### src/rtl/simt_mask_stack.sv
module simt_mask_stack #(
  parameter int LANES = 32,
  parameter int DEPTH = 8
) (
  input  logic             clk,
  input  logic             rst_n,
  input  logic [1:0]       op,
  input  logic [LANES-1:0] pred,
  output logic [LANES-1:0] active_mask,
  output logic             lanes_idle,
  output logic             overflow,
  output logic             underflow
);
  localparam int LVL_W = $clog2(DEPTH + 1);
  localparam int IDX_W = (DEPTH > 1) ? $clog2(DEPTH) : 1;
  localparam logic [1:0] OP_PUSH = 2'd1;
  localparam logic [1:0] OP_COMP = 2'd2;
  localparam logic [1:0] OP_POP  = 2'd3;

  logic [LANES-1:0] mask_q;
  logic [LANES-1:0] stk_q [DEPTH];
  logic [LVL_W-1:0] level_q;
  logic [IDX_W-1:0] top_idx, wr_idx;
  logic [LANES-1:0] top_mask;
  logic             full, empty;

  assign full     = (level_q == LVL_W'(DEPTH));
  assign empty    = (level_q == '0);
  assign top_idx  = IDX_W'(level_q - LVL_W'(1));
  assign wr_idx   = IDX_W'(level_q);
  assign top_mask = stk_q[top_idx];

  always_ff @(posedge clk) begin
    if (op == OP_PUSH && !full) stk_q[wr_idx] <= mask_q;
  end

  always_ff @(posedge clk or negedge rst_n) begin
    if (!rst_n) begin
      mask_q    <= '1;
      level_q   <= '0;
      overflow  <= 1'b0;
      underflow <= 1'b0;
    end else begin
      overflow  <= 1'b0;
      underflow <= 1'b0;
      unique case (op)
        OP_PUSH: begin
          if (full) overflow <= 1'b1;
          else begin
            mask_q  <= mask_q & pred;
            level_q <= level_q + LVL_W'(1);
          end
        end
        OP_COMP: begin
          if (empty) underflow <= 1'b1;
          else mask_q <= top_mask & ~mask_q;
        end
        OP_POP: begin
          if (empty) underflow <= 1'b1;
          else begin
            mask_q  <= top_mask;
            level_q <= level_q - LVL_W'(1);
          end
        end
        default: ;
      endcase
    end
  end

  assign active_mask = mask_q;
  assign lanes_idle  = ~|mask_q;
endmodule

### config.mk
export PLATFORM = sky130hd
export DESIGN_NAME = simt_mask_stack
export DESIGN_NICKNAME = d
export VERILOG_FILES = /design/src/rtl/simt_mask_stack.sv
export SDC_FILE = /design/constraint.sdc
export NUM_CORES = 1
export LEC_CHECK = 0
export CORE_MARGIN = 2
export CORE_UTILIZATION = 45
export DETAILED_ROUTE_END_ITERATION = 6
export DONT_BUFFER_PORTS = 1
export GPL_ROUTABILITY_DRIVEN = 0
export PLACE_DENSITY = 0.59
export SETUP_SLACK_MARGIN = 0.3
export SLEW_MARGIN = 30
export SYNTH_ARGS = -nofsm -noshare
export SYNTH_HDL_FRONTEND = slang
export SYNTH_SLANG_ARGS = --single-unit
### constraint.sdc
create_clock -name clk -period 6.2 [get_ports clk]
set_clock_uncertainty 0.1 [all_clocks]
set_input_delay 0.93 -clock clk [delete_from_list [all_inputs] [get_ports clk]]
set_output_delay 0.93 -clock clk [all_outputs]
set_load 0.01 [all_outputs]
==> results of run 1 <==
[worst paths after layout]
kind	start	endpoint	cells past startpoint
worst min-delay path	rst_n	active_mask[2]	0
worst min register to register	level_q[3]	level_q[3]	1
worst max-delay path	active_mask[23]	lanes_idle	3
min in group clk	op[1]	underflow	1
worst max register to register	level_q[0]	stk_q[1][4]	4
max in group asynchronous	rst_n	level_q[0]	1
[metal layers]
| metal | vias to the layer above | global-route usage | share of wire |
|---|---|---|---|
| met2 | 166 | 0.320 | 0.50 |
| met4 | 4 | 0.0601 | 0.022 |
| li1 | 2614 | - | - |
| met1 | 3184 | 0.243 | 0.42 |
| met3 | 42 | 0.0419 | 0.057 |
| met5 | - | 0 | 0.0010 |
[power breakdown]
group          total, uW  leakage (uW)  internal [uW]  switching [uW]
Combinational       1980       0.00114            980            1000
Clock               1850      0.000503           1120             731
Sequential          3320       0.00274           2780             542
[layout make-up]
cell class                 instances  share of cell area
timing repair buffer              18              0.0150
inverter                          14             0.00394
sequential                       294               0.651
clock inverter                    14              0.0116
clock buffer                      42              0.0665
tap                              335              0.0314
multi-input combinational        296               0.220
antenna                            5            0.000938
[flip-flops by register name, indices dropped and copies added (netlist names)]
name / cells
active_mask: 32
overflow: 1
underflow: 1
level_q: 4
stk_q: 256
[cells by family (layout without fill, tap and decap cells)]
logic type,count (synthesis),after routing,synth area share
AO/OA/AOI/OAI,86,86,0.0514
XOR/XNOR,5,5,0.00435
adder cells (fa/ha/maj),2,2,0.00212
buffers and inverters,52,88,0.0231
flip-flops,294,294,0.736
multiplexers,102,102,0.145
other,0,5,0
AND/OR/NAND/NOR,101,101,0.0382
[metrics by stage]
step | utilization | cell area (um2)
6_report | 0.515 | 13300
5_1_grt | 0.514 | 13300
4_1_cts | 0.513 | 13300
3_5_place_dp | 0.473 | 12200
3_3_place_gp | 0.471 | 12200
2_1_floorplan | - | 11800
[cell usage after synthesis (all sizes together)]
library cell,n,area share
edfxtp,256,0.65
mux4,54,0.10
mux2i,38,0.032
nor2,37,0.012
nand2,36,0.011
o21ai,34,0.014
dfstp,32,0.071
a221oi,27,0.020
clkbuf,21,0.0067
buf,17,0.012
inv,14,0.0045
mux2,10,0.0095
nor4,9,0.0048
a21oi,7,0.0030
dfrtp,6,0.013
o221ai,6,0.0045
a22o,5,0.0037
nor2b,5,0.0029
o31ai,5,0.0045
and3,4,0.0021
nor3,4,0.0017
xnor2,3,0.0022
ha,2,0.0021
nand4,2,0.0011
xor2,2,0.0021
a22oi,1,0.00064
and2,1,0.00053
and4,1,0.00074
nand2b,1,0.00053
nor3b,1,0.00064
o211ai,1,0.00064
[cells in the final DEF, fill, tap and decap left out, types with 14 or more instances in the layout]
cell type / instances
a221oi_1: 27
clkbuf_16: 32
dfstp_2: 32
edfxtp_1: 256
inv_1: 14
mux2i_1: 38
mux4_2: 54
nand2_1: 36
nor2_1: 34
o21ai_0: 34
==> results_dict.tcl, run 1 <==
set metrics [dict create \
    status "completed" \
    dp_hpwl_um 14900 \
    io_pins 71 \
    finalCritPeriodShare 0.523 \
    rsz0062_at_grt "false" \
    netlist_area_um2 11800 \
    finalHoldViolations 0 \
    yosys_warnings 0 \
    fin_cells 1018 \
    multi_input_area_um2 2930 \
    start_kind "register" \
    synth-seq-area-share 0.736 \
    worstMarginPinSlew_ns 0.876 \
    dieArea_um2 27500 \
    hold_path.class "input port to asynchronous set/reset pin" \
    cts_buffers 30 \
    wl_per_cell_um 25.5 \
    grt_overflow 0 \
    die_h_um 166 \
    vias 6010 \
    worstPathCellList "nor4_1 -> nand4_1 -> nor2_1" \
    initial_core_util 0.455 \
    dp_slack_ns 2.95 \
    cts_sinks 294 \
    cp_max_fo 12 \
    setup_violations 0 \
    crit_family "simple AND/OR/NAND/NOR gates" \
    final_nets 692 \
    avgSynthCellArea_um2 18.4 \
    cpMaxStageDelayCell "nor4_1" \
    insertion_delay_ns 0.55 \
    viasPerCell 5.90 \
    p_per_area_nw_per_um2 536 \
    cts_max_path_buffers 3 \
    finalHoldWorstSlack_ns 0.117 \
    slew_viol_final 0 \
    worstPathArrival_ns 2.21 \
    layout-drive-gt1-share 0.263 \
    worstPathRequired_ns 5.17 \
    cts_max_level 1 \
    fmax_mhz 308 \
    yosys_register_bits 294 \
    path_clk_slew_ns 0.07 \
    critical_path_buf_inv_count 0 \
    post-route-min-period_ns 3.24 \
    grt_max_degree 44 \
    antenna_found_initial 6 \
    post-cts-setup-buffer-count 0 \
    routed_wl_um 26000 \
    p_leak_uw 0.00438 \
    vdd_drop_max_mv 0.249 \
    synth_cell_types 38 \
    synth_nets 680 \
    reg2reg_slack_ns 3.05 \
    cts_tree "done" \
    first_global_vias 6365 \
    drtIter0Drc 478 \
    dp.cells 955 \
    final-seq-area_um2 8680 \
    drv_cap 0 \
    slowest_delay_ns 0.62 \
    relSlewSlack 0.413 \
    ant_nets 0 \
    critPathKind "register to primary output" \
    fin_tns_setup_ns 0 \
    area_delta_synth_final_pct 13.1 \
    ctsHoldBuffers 1 \
    endpoint_kind "primary output" \
    drtPass1Iterations 5 \
    synth_cells 642 \
    drc 0 \
    postCtsResizedCells 0 \
    grt_pass1_wl_um 39200 \
    io_buffers 0 \
    core-area_um2 25900 \
    power_uw 7150 \
    clockRootBuffer "clkbuf_16" \
    die_x_um 166 \
    rows 59 \
    fin_ws_ns 2.96 \
    gr-usage-all-layers 0.188 \
    fillers 2019 \
]
No activity file was read; power rests on OpenSTA's default activity.
==> run 2, diff against run 1 <==
ABC_AREA = 1   (was default)
PLACE_DENSITY = 0.61   (was 0.59)
clock period = 2.95 ns   (was 6.2 ns; I/O delays follow)
==> run 2 against run 1 <==
  * Clock-buffer cell count shrank 2
  * Register-to-register slack worse by 2.6 ns
  * Highest routed layer is now met4
  * Flip-flop and latch count unchanged
  * Non-clock buffer count is 40 higher
  * Critical endpoint is now stk_q[2][25]
  * Die area rose by 6.9%
  * Largest power group unchanged
  * Sequential share of layout area fell by 4.6 points
  * Combinational power grew to 2.6 times the previous value
==> results_dict.tcl, run 2 <==
set metrics [dict create \
    synth_cells 1213 \
    critical_path_buf_inv_count 3 \
    setup_violations 0 \
    antenna_found_initial 0 \
    slowest_delay_ns 0.50 \
    io_pins 71 \
    yosysTopAreaCell "edfxtp_1" \
    p_clk_frac 0.245 \
    post-cts-setup-buffer-count 0 \
    finalHoldWorstSlack_ns 0.0132 \
    slew_viol_final 0 \
    cts_max_level 1 \
    vdd_drop_max_mv 0.857 \
    min-delay-start "pred[6]" \
    clockRootBuffer "clkbuf_16" \
    hold_depth 4 \
    die_x_um 172 \
    synth_mux_area_frac 0 \
    status "completed" \
    finalCritPeriodShare 0.833 \
    crit_family "buffers and inverters" \
    reg2reg_slack_ns 0.49 \
    post-route-min-period_ns 2.46 \
    gr-usage-all-layers 0.221 \
    fillers 2413 \
    cts_buffers 31 \
    cp_max_fo 73 \
    p_per_area_nw_per_um2 1070 \
    worst-path-stages 5 \
    fmax_mhz 407 \
    synth-adder-area-share 0.00198 \
    rr_endpoint "stk_q[2][25]" \
    whs_endpoint "active_mask[6]" \
    synth_edf_count 256 \
    netlist_top_cells_area "edfxtp_1 61%, nand2_1 16%, dfstp_2 6.7%" \
    synth_xor_area_frac 0.000694 \
    cpMaxStageDelayCell "dfrtp_4" \
    drtPass1Iterations 5 \
    worstPathArrival_ns 2.56 \
    synth_top_cell_area_share 0.609 \
    synth_top_family_by_area "simple AND/OR/NAND/NOR gates" \
    r2r-start "level_q[0]" \
    p_leak_uw 0.00561 \
    area_delta_synth_final_pct 13.7 \
    power.net_switching_uw 6060 \
    worstMarginPinSlew_ns 0.674 \
    ys.flop_type "edfxtp_1" \
    viasPerCell 5.28 \
    core-area_um2 27700 \
    cts_tree "done" \
    reg2reg_depth 5 \
    final_common_cell "nand2_1" \
    rows 61 \
    grt_overflow 0 \
    diodes 0 \
    die_h_um 172 \
    drc 0 \
    hold_path.class "input port to register" \
    fin_ws_ns 0.493 \
    finalHoldViolations 0 \
    power_frac_comb 0.339 \
    drv_cap 0 \
    insertion_delay_ns 0.56 \
    intPower_uw 9360 \
    dp_hpwl_um 18500 \
    yosys_register_bits 294 \
    path_clk_slew_ns 0.06 \
    synth_compound_area_frac 0.0283 \
    rsz0062_at_grt "false" \
    largest_reg_flops 256 \
    dieArea_um2 29400 \
    endpoint_kind "register" \
    ant_nets 0 \
    relSlewSlack 0.551 \
    dp_slack_ns 0.310 \
    final_nets 1275 \
    synth_nets 1251 \
    grt_max_degree 74 \
    drtIter0Drc 821 \
    start_kind "register" \
    yosys_warnings 0 \
    synth_common_cells "546 x nand2_1, 256 x edfxtp_1, 157 x nand3_1" \
    top_register "stk_q" \
    grt_pass1_wl_um 49000 \
    worstPathRequired_ns 3.05 \
    routed_wl_um 32000 \
    synthSimpleGateAreaFrac 0.241 \
    critPathKind "register to register" \
    synth_cell_types 26 \
    async_reset_ff_frac 0.129 \
    cts_max_path_buffers 3 \
    worstPathCellList "inv_4 -> buf_6 -> nand2_1 -> nor2_4 -> buf_4" \
    initial_core_util 0.456 \
    sw_frac_of_total 0.393 \
    cts_sinks 294 \
    vias 8655 \
    synth-seq-area-share 0.687 \
    final_cell_mix "546 x nand2_1, 256 x edfxtp_1, 157 x nand3_1" \
    p_seq_frac 0.416 \
    layout-drive-gt1-share 0.114 \
    netlist_area_um2 12600 \
    io_buffers 0 \
    first_global_vias 8349 \
    avgSynthCellArea_um2 10.4 \
    synth_most_common_cell "nand2_1" \
    wl_per_cell_um 19.5 \
]
run 2: worst max path at each step:
stage,startpoint,endpoint
global route,level_q[0],stk_q[2][25]
CTS,level_q[0],stk_q[4][30]
finish,level_q[0],stk_q[2][25]
global placement,level_q[0],stk_q[2][30]
floorplan,level_q[0],stk_q[1][0]
detailed placement,level_q[0],stk_q[4][1]
run 2: area by class of cell:
type	instances	area, um2	share of cell area
Multi-Input combinational cell	808	3500	0.244
Clock buffer	40	850	0.0592
Sequential cell	294	8680	0.605
Timing Repair Buffer	58	538	0.0375
Clock inverter	17	141	0.00985
Tap cell	378	473	0.0329
Inverter	44	168	0.0117
run 2: logic make-up after synthesis:
family                   Yosys count
adder cells (fa/ha/maj)            2
XOR/XNOR                           1
buffers and inverters            111
AND/OR/NAND/NOR                  741
AO/OA/AOI/OAI                     64
flip-flops                       294
run 2: worst reg2reg max path: stages, from the launching register on:
cell and delay (ns):
dfrtp_4 0.50, inv_4 0.07, buf_6 0.46, nand2_1 0.41, nor2_4 0.18, buf_4 0.38
run 2: metal layers:
metal	vias to the layer above	part of all wire	global-route usage
met5	-	0	0
met4	0	0.016	0.0564
met3	39	0.067	0.0345
met2	281	0.48	0.350
met1	4212	0.44	0.319
li1	4123	-	-
run 2: power by group through the flow:
stage          registers (uW)  clock network, uW  logic [uW]
2_1_floorplan            6180                  0        3700
3_3_place_gp             6520                  0        5140
3_5_place_dp             6530                  0        5200
4_1_cts                  6450               3820        5260
5_1_grt                  6540               3990        5890
6_report                 6420               3770        5220
run 2: stage by stage:
stage	total power, uW	utilization	std cells	TNS (ns)	instance area, um2
floorplan	9880	-	1213	-0.638	12600
global placement	11700	0.472	1556	0	13100
detailed placement	11700	0.472	1556	0	13100
CTS	15500	0.518	1639	0	14300
global route	16400	0.518	1639	0	14400
finish	15400	0.518	1639	0	14400
run 2: repair_timing:
item / in CTS / in global routing
endpoints found under the hold margin: 66 / 0
setup endpoints to repair: 0 / 111
hold buffers: 26 / 0
gates resized for setup: 0 / 2
